<file path="src/rtl/frac_baud_pkg.sv">
package frac_baud_pkg;

  // Smallest divisor the accumulator accepts while the fraction is active
  localparam int MIN_FRAC_DIV = 3;

  typedef enum logic [1:0] {
    PM_IDLE  = 2'd0,
    PM_WHOLE = 2'd1,
    PM_FRAC  = 2'd2
  } pm_mode_e;

endpackage

</file>
<file path="src/rtl/frac_rst_sync.sv">
module frac_rst_sync (
  input  logic clk,
  input  logic arst_n,
  output logic srst_n
);

  logic meta_q;
  logic sync_q;

  always_ff @(posedge clk or negedge arst_n) begin
    if (!arst_n) begin
      meta_q <= 1'b0;
      sync_q <= 1'b0;
    end else begin
      meta_q <= 1'b1;
      sync_q <= meta_q;
    end
  end

  assign srst_n = sync_q;

endmodule

</file>
<file path="src/rtl/frac_cfg_shadow.sv">
module frac_cfg_shadow
  import frac_baud_pkg::*;
#(
  parameter int DIV_W  = 16,
  parameter int FRAC_W = 4
) (
  input  logic                  clk,
  input  logic                  rst_n,
  input  logic                  load,
  input  logic [DIV_W-1:0]      div_i,
  input  logic [2*FRAC_W-1:0]   ctrl_i,
  output logic [DIV_W-1:0]      sh_div,
  output logic [FRAC_W-1:0]     sh_add,
  output logic [FRAC_W-1:0]     sh_mul,
  output logic                  chg,
  output logic                  err,
  output pm_mode_e              mode
);

  logic [FRAC_W-1:0] add_raw, mul_raw;
  logic [FRAC_W-1:0] new_add, new_mul;
  logic              illegal, whole;
  logic [DIV_W-1:0]  div_d;
  logic [FRAC_W-1:0] add_d, mul_d;
  logic              err_d;

  // field split and legalisation of the incoming setting
  always_comb begin
    add_raw = ctrl_i[FRAC_W-1:0];
    mul_raw = ctrl_i[2*FRAC_W-1:FRAC_W];
    illegal = (mul_raw == '0) ||
              ((add_raw != '0) && (div_i < DIV_W'(MIN_FRAC_DIV)));
    whole   = illegal || (add_raw == '0);
    new_add = whole ? '0 : add_raw;
    new_mul = whole ? FRAC_W'(1) : mul_raw;
    chg     = (div_i != sh_div) || (new_add != sh_add) || (new_mul != sh_mul);
  end

  // next state with explicit load enable
  always_comb begin
    div_d = sh_div;
    add_d = sh_add;
    mul_d = sh_mul;
    if (load) begin
      div_d = div_i;
      add_d = new_add;
      mul_d = new_mul;
    end
    err_d = err | (load & illegal);
  end

  always_ff @(posedge clk or negedge rst_n) begin
    if (!rst_n) begin
      sh_div <= '0;
      sh_add <= '0;
      sh_mul <= FRAC_W'(1);
      err    <= 1'b0;
    end else begin
      sh_div <= div_d;
      sh_add <= add_d;
      sh_mul <= mul_d;
      err    <= err_d;
    end
  end

  always_comb begin
    if (sh_div == '0)      mode = PM_IDLE;
    else if (sh_add != '0) mode = PM_FRAC;
    else                   mode = PM_WHOLE;
  end

endmodule

</file>
<file path="src/rtl/frac_dda.sv">
module frac_dda
  import frac_baud_pkg::*;
#(
  parameter int DIV_W  = 16,
  parameter int FRAC_W = 4,
  localparam int SUM_W = FRAC_W + 1,
  localparam int LIM_W = DIV_W + SUM_W,
  localparam int ACC_W = LIM_W + 1
) (
  input  logic              clk,
  input  logic              rst_n,
  input  pm_mode_e          mode,
  input  logic [DIV_W-1:0]  sh_div,
  input  logic [FRAC_W-1:0] sh_add,
  input  logic [FRAC_W-1:0] sh_mul,
  input  logic              chg,
  output logic              hit,
  output logic              tick,
  output logic [ACC_W-1:0]  acc,
  output logic [FRAC_W-1:0] step,
  output logic [LIM_W-1:0]  lim
);

  logic [SUM_W-1:0] ratio_sum;
  logic [ACC_W-1:0] acc_sum;
  logic [ACC_W-1:0] acc_d;

  // threshold N*(M+A) and per-cycle increment M
  always_comb begin
    ratio_sum = SUM_W'(sh_mul) + SUM_W'(sh_add);
    lim       = LIM_W'(sh_div) * LIM_W'(ratio_sum);
    step      = sh_mul;
    acc_sum   = acc + ACC_W'(step);
    hit       = (mode != PM_IDLE) && (acc_sum >= ACC_W'(lim));
  end

  always_comb begin
    if (mode == PM_IDLE) acc_d = '0;
    else if (hit)        acc_d = chg ? '0 : (acc_sum - ACC_W'(lim));
    else                 acc_d = acc_sum;
  end

  always_ff @(posedge clk or negedge rst_n) begin
    if (!rst_n) begin
      acc  <= '0;
      tick <= 1'b0;
    end else begin
      acc  <= acc_d;
      tick <= hit;
    end
  end

endmodule

</file>
<file path="src/rtl/frac_baud_prescaler.sv">
module frac_baud_prescaler
  import frac_baud_pkg::*;
#(
  parameter int DIV_W  = 16,
  parameter int FRAC_W = 4,
  localparam int LIM_W = DIV_W + FRAC_W + 1,
  localparam int ACC_W = LIM_W + 1
) (
  input  logic                clk,
  input  logic                rst_n,
  input  logic [DIV_W-1:0]    divisor_i,
  input  logic [2*FRAC_W-1:0] frac_ctrl_i,
  output logic                tick_o,
  output logic                frac_err_o
);

  logic              srst_n;
  logic              load;
  logic              hit;
  logic              chg;
  pm_mode_e          mode;
  logic [DIV_W-1:0]  sh_div;
  logic [FRAC_W-1:0] sh_add, sh_mul;
  logic [ACC_W-1:0]  acc;
  logic [FRAC_W-1:0] step;
  logic [LIM_W-1:0]  lim;

  frac_rst_sync u_rst (
    .clk    (clk),
    .arst_n (rst_n),
    .srst_n (srst_n)
  );

  // capture only at a period boundary, or continuously while idle
  assign load = hit || (mode == PM_IDLE);

  frac_cfg_shadow #(.DIV_W(DIV_W), .FRAC_W(FRAC_W)) u_cfg (
    .clk    (clk),
    .rst_n  (srst_n),
    .load   (load),
    .div_i  (divisor_i),
    .ctrl_i (frac_ctrl_i),
    .sh_div (sh_div),
    .sh_add (sh_add),
    .sh_mul (sh_mul),
    .chg    (chg),
    .err    (frac_err_o),
    .mode   (mode)
  );

  frac_dda #(.DIV_W(DIV_W), .FRAC_W(FRAC_W)) u_dda (
    .clk    (clk),
    .rst_n  (srst_n),
    .mode   (mode),
    .sh_div (sh_div),
    .sh_add (sh_add),
    .sh_mul (sh_mul),
    .chg    (chg),
    .hit    (hit),
    .tick   (tick_o),
    .acc    (acc),
    .step   (step),
    .lim    (lim)
  );

endmodule

</file>
<file path="config.mk">
export PLATFORM = sky130hd
export DESIGN_NAME = frac_baud_prescaler
export DESIGN_NICKNAME = d
export VERILOG_FILES = /design/src/rtl/frac_baud_pkg.sv /design/src/rtl/frac_rst_sync.sv /design/src/rtl/frac_cfg_shadow.sv /design/src/rtl/frac_dda.sv /design/src/rtl/frac_baud_prescaler.sv
export SDC_FILE = /design/constraint.sdc
export NUM_CORES = 1
export LEC_CHECK = 0
export BUFFER_PORTS_ARGS = -buffer_cell sky130_fd_sc_hd__clkbuf_2
export CORE_ASPECT_RATIO = 2
export CORE_MARGIN = 4
export CORE_UTILIZATION = 50
export CTS_BUF_LIST = sky130_fd_sc_hd__clkbuf_8
export DETAILED_ROUTE_END_ITERATION = 7
export PLACE_DENSITY = 0.67
export SKIP_LAST_GASP = 1
export SLEW_MARGIN = 15
export SYNTH_ARGS = -nofsm -noshare
export SYNTH_HDL_FRONTEND = slang
export SYNTH_SLANG_ARGS = --single-unit
</file>
<file path="constraint.sdc">
create_clock -name clk -period 4.64 [get_ports clk]
set_input_delay 0.232 -clock clk [delete_from_list [all_inputs] [get_ports clk]]
set_output_delay 0.232 -clock clk [all_outputs]
set_load 0.05 [all_outputs]
</file>
# Yosys cells after proc, flatten, opt, wreduce, memory -nomap -nowiden
# Cells that the tools add are included.
# classes
reduce_logical	14
n_lt_le_gt_ge	2
mux	7
n_mul	1
n_addsub	3
n_eq_ne	3
bitwise	2
# op_table
cell	n
$mux 22	3
$add 22x4->22	1
$ge 22x21->1	1
$sub 22x21->22	1
$mul 16x5->21	1
$logic_not 16->1	1
$lt 16x2->1 const B	1
$ne 16x16->1	1
$logic_not 4->1	2
$mux 4	2
$ne 4x4->1	2
$reduce_bool 4->1	2
$add 4x4->5	1
$logic_or 1x1->1	5
$mux 2	2
$logic_and 1x1->1	2
$logic_not 2->1	1
$reduce_bool 2->1	1
$and 1x1->1	1
$or 1x1->1	1
# totals
regBits	50
in_bits	26
out_inout_bits	2

# Logic depth before layout (Yosys ltp)
# Gate-level depths: netlist of run 1.
# depth
ltp_word	11
ltp_mapped	34

# Modules after synthesis
# From an unflattened synthesis of run 1, not the netlist that was laid out.
# unflattened
cells_unflattened	786
area_unflattened_um2	6691.4
# by_module_without_submodules
mod	area_each_um2	instances	seq_area_each_um2	cells_per_inst
frac_dda	5180.0	1	575.6	647
frac_cfg_shadow	1450.1	1	626.9	135
frac_rst_sync	53.8	1	50.0	3
frac_baud_prescaler	7.5	1	0.0	1

# Worst setup path after synthesis of run 1
# No wires, ideal clock.
# synth_path
kind	register -> register
from	reg u_cfg.sh_mul[0]
to	reg u_cfg.sh_div[10]
period_less_slack_ns	6.907
slack_ns	-2.267
path_stages_with_launch	30
arrival_ns	6.783
n_path_buf	4
setup_ns	0.125
cell_sequence	dfstp_2 > ha_1 > inv_1 > fa_1 > nor2b_1 > o21ai_0 > nand2b_1 > clkbuf_1 > nand2_1 > fa_1 > fa_1 > fa_1 > inv_1 > ha_1 > a21oi_1 > o21a_1 > o311ai_0 > a211oi_1 > xor2_1 > ha_1 > clkbuf_1 > a21o_1 > a21o_1 > a21oi_1 > nor2_1 > a21oi_1 > and3_1 > buf_2 > buf_2 > mux2_2
# synth_via
elab_chain_cells	5
elab_cells_between_ends	6
cone_classes	2 x add/sub; 1 x mul; 1 x order compare; 2 x reduce/logical
# synth_lines
item	line_no	rtl
start: declaration	frac_cfg_shadow.sv:14	output logic [FRAC_W-1:0] sh_mul,
start signal: assignment	frac_cfg_shadow.sv:61	sh_mul <= mul_d;
$add 4x4->5	frac_dda.sv:30	ratio_sum = SUM_W'(sh_mul) + SUM_W'(sh_add);
$mul 16x5->21	frac_dda.sv:31	lim = LIM_W'(sh_div) * LIM_W'(ratio_sum);
$ge 22x21->1 *	frac_dda.sv:34	hit = (mode != PM_IDLE) && (acc_sum >= ACC_W'(lim));
$logic_and 1x1->1 *	frac_dda.sv:34	
$logic_or 1x1->1 *	frac_baud_prescaler.sv:35	assign load = hit || (mode == PM_IDLE);
end signal: assignment	frac_cfg_shadow.sv:59	sh_div <= div_d;
end: declaration	frac_cfg_shadow.sv:12	output logic [DIV_W-1:0] sh_div,
# Mark *: on every way between the ends. The rest lies on a longest branch, timed or not.
# A chain may end at the register's enable or synchronous reset.

# Worst setup path in the final report of run 1
# layout_path
from	reg u_cfg.sh_mul[0]
to	reg u_cfg.sh_div[13]
# Same word-level chain as after synthesis.

==> results of run 1 <==
-- flip-flops by register name, indices dropped and copies added, names as in the netlist --
signal        count
u_cfg.sh_add      4
u_cfg.sh_mul      4
u_dda.acc        22
u_rst.meta_q      1
u_cfg.err         1
u_cfg.sh_div     16
u_rst.srst_n      1
u_dda.tick        1
-- Yosys cell counts (2+ instances only) --
cell type | instances | area, um2
nor2b_1 | 20 | 125
o21a_1 | 8 | 60.1
ha_1 | 58 | 726
o31a_1 | 2 | 17.5
buf_4 | 3 | 22.5
inv_1 | 54 | 203
and3_1 | 9 | 56.3
nor4_1 | 10 | 62.6
xnor2_1 | 49 | 429
or3_1 | 3 | 18.8
nor3b_1 | 2 | 15.0
a211oi_1 | 10 | 75.1
buf_2 | 6 | 30.0
buf_6 | 2 | 22.5
mux2_2 | 16 | 180
nand4_1 | 13 | 81.3
o21bai_1 | 7 | 52.6
a21o_1 | 20 | 150
nand2b_1 | 14 | 87.6
or2_2 | 2 | 12.5
xor2_1 | 23 | 201
a21oi_1 | 39 | 195
o21ai_0 | 28 | 140
o31ai_1 | 15 | 113
o211ai_1 | 3 | 22.5
a22oi_1 | 2 | 15.0
a311oi_1 | 2 | 17.5
and4_1 | 6 | 52.6
clkbuf_1 | 10 | 37.5
nand2_1 | 68 | 255
a211o_1 | 4 | 35.0
and2_1 | 56 | 350
nand4b_1 | 2 | 17.5
nor3_1 | 9 | 45.0
nand3_1 | 15 | 75.1
nor2_1 | 38 | 143
fa_1 | 45 | 901
dfrtp_1 | 49 | 1230
-- through the flow --
| step | std cells | hold WS, ps |
|---|---|---|
| after floorplan | 749 | -63.6 |
| after global placement | 1056 | 17.6 |
| after detailed placement | 1056 | 20.4 |
| after global routing | 1087 | 151 |
| final | 1087 | 147 |
| after CTS | 1083 | 151 |
-- final cells by class --
class                           count  area share
Sequential cell                    50       0.143
Clock inverter                      3     0.00199
Clock buffer                        5     0.00783
Inverter                           55      0.0249
Timing Repair Buffer              201       0.178
Multi-Input combinational cell    623       0.623
Tap cell                          150      0.0213
-- what timing repair did --
item / CTS / global route
setup endpoints to repair: 48 / 48
cloned: 2 / 1
gates resized for setup: 70 / 43
setup buffers: 16 / 6
pin swaps: 46 / 33
hold buffers: 1 / 0
endpoints found under the hold margin: 2 / 0
-- worst max-delay path: cells and delay by family (launching register included) --
family / cells / cell delay (ps)
adders and majority gates: 7 / 2530
AOI/OAI and AO/OA: 8 / 1420
and+or+nand+nor: 5 / 890
buffers and inverters: 7 / 630
DFF: 1 / 560
muxes: 1 / 300
xor gates and xnor gates: 1 / 150
-- cell usage in the layout, fill, tap and decap left out, types with 9 or more instances in the layout --
cell type	n
o21ai_1	10
a21o_1	19
xnor2_1	47
buf_4	158
nor4_1	9
a21oi_1	26
nand2_1	57
nand2b_1	14
nor2b_1	18
nand2_2	11
o21ai_0	12
o31ai_2	9
clkbuf_2	27
nand4_1	13
nor2_1	34
xor2_1	23
and2_1	52
fa_1	44
mux2_4	16
ha_1	50
dfrtp_1	47
a21oi_2	13
nand3_1	14
inv_1	51
-- worst paths after layout --
path | slack [ps] | startpoint | to
setup / recovery | -1970 | u_cfg.sh_mul[0]$_DFFE_PN1P_ | u_cfg.sh_div[13]$_DFFE_PN0P_
hold / removal | 150 | frac_ctrl_i[5] | u_cfg.sh_mul[1]$_DFFE_PN0P_
setup reg to reg | -1970 | u_cfg.sh_mul[0]$_DFFE_PN1P_ | u_cfg.sh_div[13]$_DFFE_PN0P_
hold reg to reg | 370 | u_rst.srst_n$_DFF_PN0_ | u_cfg.sh_mul[2]$_DFFE_PN0P_
max in group asynchronous | 3800 | u_rst.srst_n$_DFF_PN0_ | u_cfg.sh_mul[1]$_DFFE_PN0P_
min in group asynchronous | 230 | rst_n | u_rst.srst_n$_DFF_PN0_
-- kinds of logic after synthesis --
| kind of cell | Yosys count | synth area share |
|---|---|---|
| AO/OA/AOI/OAI | 157 | 0.160 |
| XOR/XNOR | 72 | 0.0966 |
| adder cells (fa/ha/maj) | 103 | 0.249 |
| buffers and inverters | 76 | 0.0489 |
| flip-flops | 50 | 0.192 |
| multiplexers | 17 | 0.0291 |
| other | 1 | 0.000575 |
| AND/OR/NAND/NOR | 273 | 0.223 |
-- routing by layer --
| layer | vias to the layer above | global-route usage | share of wire |
|---|---|---|---|
| li1 | 2988 | - | - |
| met1 | 3094 | 0.249 | 0.34 |
| met2 | 136 | 0.524 | 0.59 |
| met3 | 64 | 0.0199 | 0.022 |
| met4 | 0 | 0.129 | 0.049 |
| met5 | - | 0 | 0 |
==> results.ini, run 1 <==
[final_layout]
regArea_mm2 = 0.00126
design_area_mm2 = 0.00879
antenna_cells = 0
nets = 1065
drive_above_1_share = 0.338
synthToLayoutAreaGrowth_pct = 34.7
multi_input_area_mm2 = 0.00547
fillers = 957
fin_util = 0.692

[timing]
slew_headroom = 0.544
fmax_mhz = 151
worst_slack_ps = -1970
setup_tns_ps = -91930
layout_min_cycle_time_ps = 6610
tightest_slew_ps = 684
finClkSkew_ps = 21.9
rsz0062_at_grt = true
hold_viol = 0
finalCritPeriodShare = 1.42
finalSetupViolations = 48
finalMaxSlewViolations = 0

[worst_setup_path]
worstRegToRegCells = 29
critPathLaunchType = flip-flop
critPathMaxFanout = 8
critPathRequiredTime_ps = 4840
crit_top_cell = fa_1
cpMaxStageDelayCell = dfstp_2
critPathCaptureType = flip-flop
cpPeakStageDelay_ps = 560
crit_type = flip-flop to flip-flop
arrival_ps = 6810

[synthesis]
syn_area_mm2 = 0.00653
postSynth.asyncResetShare = 1.00
yosysWarnings = 0
synth_edf_count = 0
synth_flop_cell = dfrtp_1
synth_cell_types = 65
mappedNetlistNets = 878
yosysSeqAreaShare = 0.192
avgSynthCellArea_um2 = 8.71
ys_ff_latch = 50
syn_inst = 749

[die]
ioPinCount = 28
die_area_mm2 = 0.0151
start_util = 0.514
coreArea_mm2 = 0.0127
fp.dieH_um = 170
row_count = 58
die_x_um = 88.8

[detailed_routing]
wl_per_cell_um = 17.6
via_per_inst = 5.78
final_antenna_net_count = 0
wirelength_um = 19100
first_iter_violations = 230
vias = 6282
drc = 0
dr.pass1.iters = 4

[cts]
root_buffer = clkbuf_8
clock_sinks = 50
cts_buffers = 5
cts_max_path_buffers = 2
insertion_delay_ps = 330
cts_max_level = 2
cts_tree = built
clk_pin_slew_ps = 110

[global_route]
grt_usage = 0.261
grt_start_max_net_pins = 49
overflow = 0
grt_antenna_before_repair = 0
grt_pass1_vias = 6701
grt_pass1_wl_um = 30800

[flow_run]
maxCapViolations = 0

[placement]
place_ws_ps = -2490
gp_congestion = 0.941
dpl.hpwl_um = 14900
io_buffers = 27
placedInstanceArea_mm2 = 0.00803

[worst_hold_path]
hold_class = input port to flip-flop
holdPathStages = 3

[run_status]
status = finished with violations
violations = setup timing

Power of run 1 is not shown: default switching activity piles up to over one toggle a cycle in this logic, so the estimate is an artifact.
==> inputs of run 2 (changes only) <==
- PLACE_DENSITY: 0.67 -> 0.69
- SYNTH_HIERARCHICAL: not set -> 1
- clock period: 4.64 -> 5.3 ns (I/O delays scaled with it)
==> run 2 against run 1 <==
  * Highest routed layer unchanged
  * Clock skew down 0.75 ps
  * Largest cell class unchanged
  * Global-route usage decreased by 0.79 points
  * Sequential share of layout area rose by 0.46 points
  * The run still ends with setup timing left
  * Critical endpoint is now u_cfg/sh_div[12]$_DFFE_PN0P_
==> results.ini, run 2 <==
[run_status]
status = finished with violations
violations = setup timing

[detailed_routing]
final_antenna_net_count = 0  ; unchanged
dr.pass1.iters = 5  ; +1
vias = 6178  ; -1.7%
drc = 0  ; unchanged
first_iter_violations = 292  ; +27%
wl_per_cell_um = 17.1  ; -2.6%
via_per_inst = 5.70  ; -1.3%
wirelength_um = 18500  ; -2.9%

[cts]
clk_pin_slew_ps = 110  ; about the same
clock_sinks = 50  ; unchanged
insertion_delay_ps = 330  ; about the same
cts_buffers = 5  ; unchanged
cts_max_level = 2  ; unchanged
root_buffer = clkbuf_8
cts_max_path_buffers = 2  ; unchanged
cts_tree = built

[final_layout]
layout_commonest_cell = buf_4
design_area_mm2 = 0.00852  ; -3.1%
synthToLayoutAreaGrowth_pct = 29.7
final_cell_mix = buf_4 (139), inv_1 (83), nand2_1 (67)
largest_reg_flops = 22  ; unchanged
top_regs = u_dda/acc: 22 flops, u_cfg/sh_div: 16 flops
regMostFlops = u_dda/acc
drive_above_1_share = 0.292  ; -0.0462
antenna_cells = 0  ; unchanged
fin_util = 0.660  ; -0.0328
nets = 1059  ; -0.56%

[global_route]
grt_pass1_wl_um = 29900  ; -3.2%
grt_start_max_net_pins = 49  ; unchanged
grt_usage = 0.253  ; -0.00792
grtUsageMet2 = 0.511  ; -0.0129
use_met3 = 0.0203  ; +0.000427
grtUsageMet1 = 0.232  ; -0.0168
grt_pass1_vias = 6656  ; -0.67%
grt.busiest_layer = met2
grt_antenna_before_repair = 0  ; unchanged
overflow = 0  ; unchanged

[timing]
hold_viol = 0  ; unchanged
fmax_mhz = 143  ; -5.4%
tightest_slew_ps = 678  ; -6.34 ps
finalSetupViolations = 48  ; unchanged
rsz0062_at_grt = true
layout_min_cycle_time_ps = 6990  ; +381 ps
setup_tns_ps = -76170  ; +15760 ps
finalCritPeriodShare = 1.32  ; -0.106
slew_headroom = 0.548  ; +0.00423
finalMaxSlewViolations = 0  ; unchanged
finClkSkew_ps = 21.2  ; -0.751 ps
whs_ps = 224  ; +76.7 ps
worst_slack_ps = -1690  ; +279 ps

[synthesis]
avgSynthCellArea_um2 = 8.60  ; -1.3%
yosysWarnings = 6  ; +6
syn_inst = 764  ; +2.0%
syn_area_mm2 = 0.00657  ; +0.65%
mappedNetlistNets = 893  ; +1.7%

[worst_setup_path]
critPathLaunchType = flip-flop
arrival_ps = 7190  ; +380 ps
crit_type = flip-flop to flip-flop
critPathMaxFanout = 8  ; unchanged
reg2reg_from = u_cfg/sh_add[0]$_DFFE_PN0P_
cpMaxStageDelayCell = fa_1
cp-startpoint = u_cfg/sh_add[0]$_DFFE_PN0P_
r2r_slack_ps = -1690  ; +280 ps
critPathCaptureType = flip-flop
critPathRequiredTime_ps = 5500  ; +660 ps
cpPeakStageDelay_ps = 540  ; -20 ps

[worst_hold_path]
hp-start = divisor_i[1]
hold_class = input port to flip-flop

[die]
coreArea_mm2 = 0.0129  ; +1.7%
fp.dieH_um = 170  ; +0.31%
start_util = 0.508  ; -0.00542
die_x_um = 89.1  ; +0.30%
die_area_mm2 = 0.0151  ; +0.61%
ioPinCount = 28  ; unchanged
row_count = 59  ; +1.7%

[flow_run]
maxCapViolations = 0  ; unchanged

[placement]
io_buffers = 27  ; unchanged
gp_congestion = 0.934  ; -0.72%
placedInstanceArea_mm2 = 0.00806  ; +0.30%
dpl.hpwl_um = 15000  ; +0.88%

-- run 2: routing by layer --
layer	up-vias	share of wire
met5	-	0
met4	0	0.057
met3	69	0.028
met2	165	0.59
met1	2994	0.33
li1	2950	-
-- run 2: through the flow --
step	instances	setup slack (ps)
2_1_floorplan	764	-1570
3_3_place_gp	1059	-1550
3_5_place_dp	1059	-1800
4_1_cts	1081	-1710
5_1_grt	1083	-2040
6_report	1083	-1690
-- run 2: worst max-delay path, delay by kind of cell, from the launching register on --
kind	cells	cell delay, ps
adders and majority gates	7	2700
AOI/OAI and AO/OA	14	2540
buffers and inverters	4	450
DFF	1	420
and+or+nand+nor	3	300
muxes	1	290
xor gates and xnor gates	1	150
-- run 2: layout make-up --
class	instances	area (um2)
Clock inverter	3	47.5
Sequential cell	50	1260
Timing Repair Buffer	177	1390
Clock buffer	5	68.8
Tap cell	152	190
Fill cell	1011	4400
Inverter	86	323
Multi-Input combinational cell	610	5250
-- run 2: final timing paths --
path / to / depth (start not counted)
min: u_cfg/sh_div[1]$_DFFE_PN0P_ / 2
max: u_cfg/sh_div[12]$_DFFE_PN0P_ / 30
min reg2reg: u_cfg/sh_mul[3]$_DFFE_PN0P_ / 0
min in group asynchronous: u_rst/srst_n$_DFF_PN0_ / 2
max in group asynchronous: u_cfg/sh_mul[1]$_DFFE_PN0P_ / 0
max reg2reg: u_cfg/sh_div[12]$_DFFE_PN0P_ / 30
-- run 2: what timing repair did --
action | CTS | global route
hold buffers | 1 | 0
gates resized for setup | 28 | 3
endpoints found under the hold margin | 2 | 0
cloned | 3 | 0
setup endpoints to repair | 48 | 48
pin swaps | 2 | 2
setup buffers | 11 | 2
Power of run 2 is left out for the same reason.
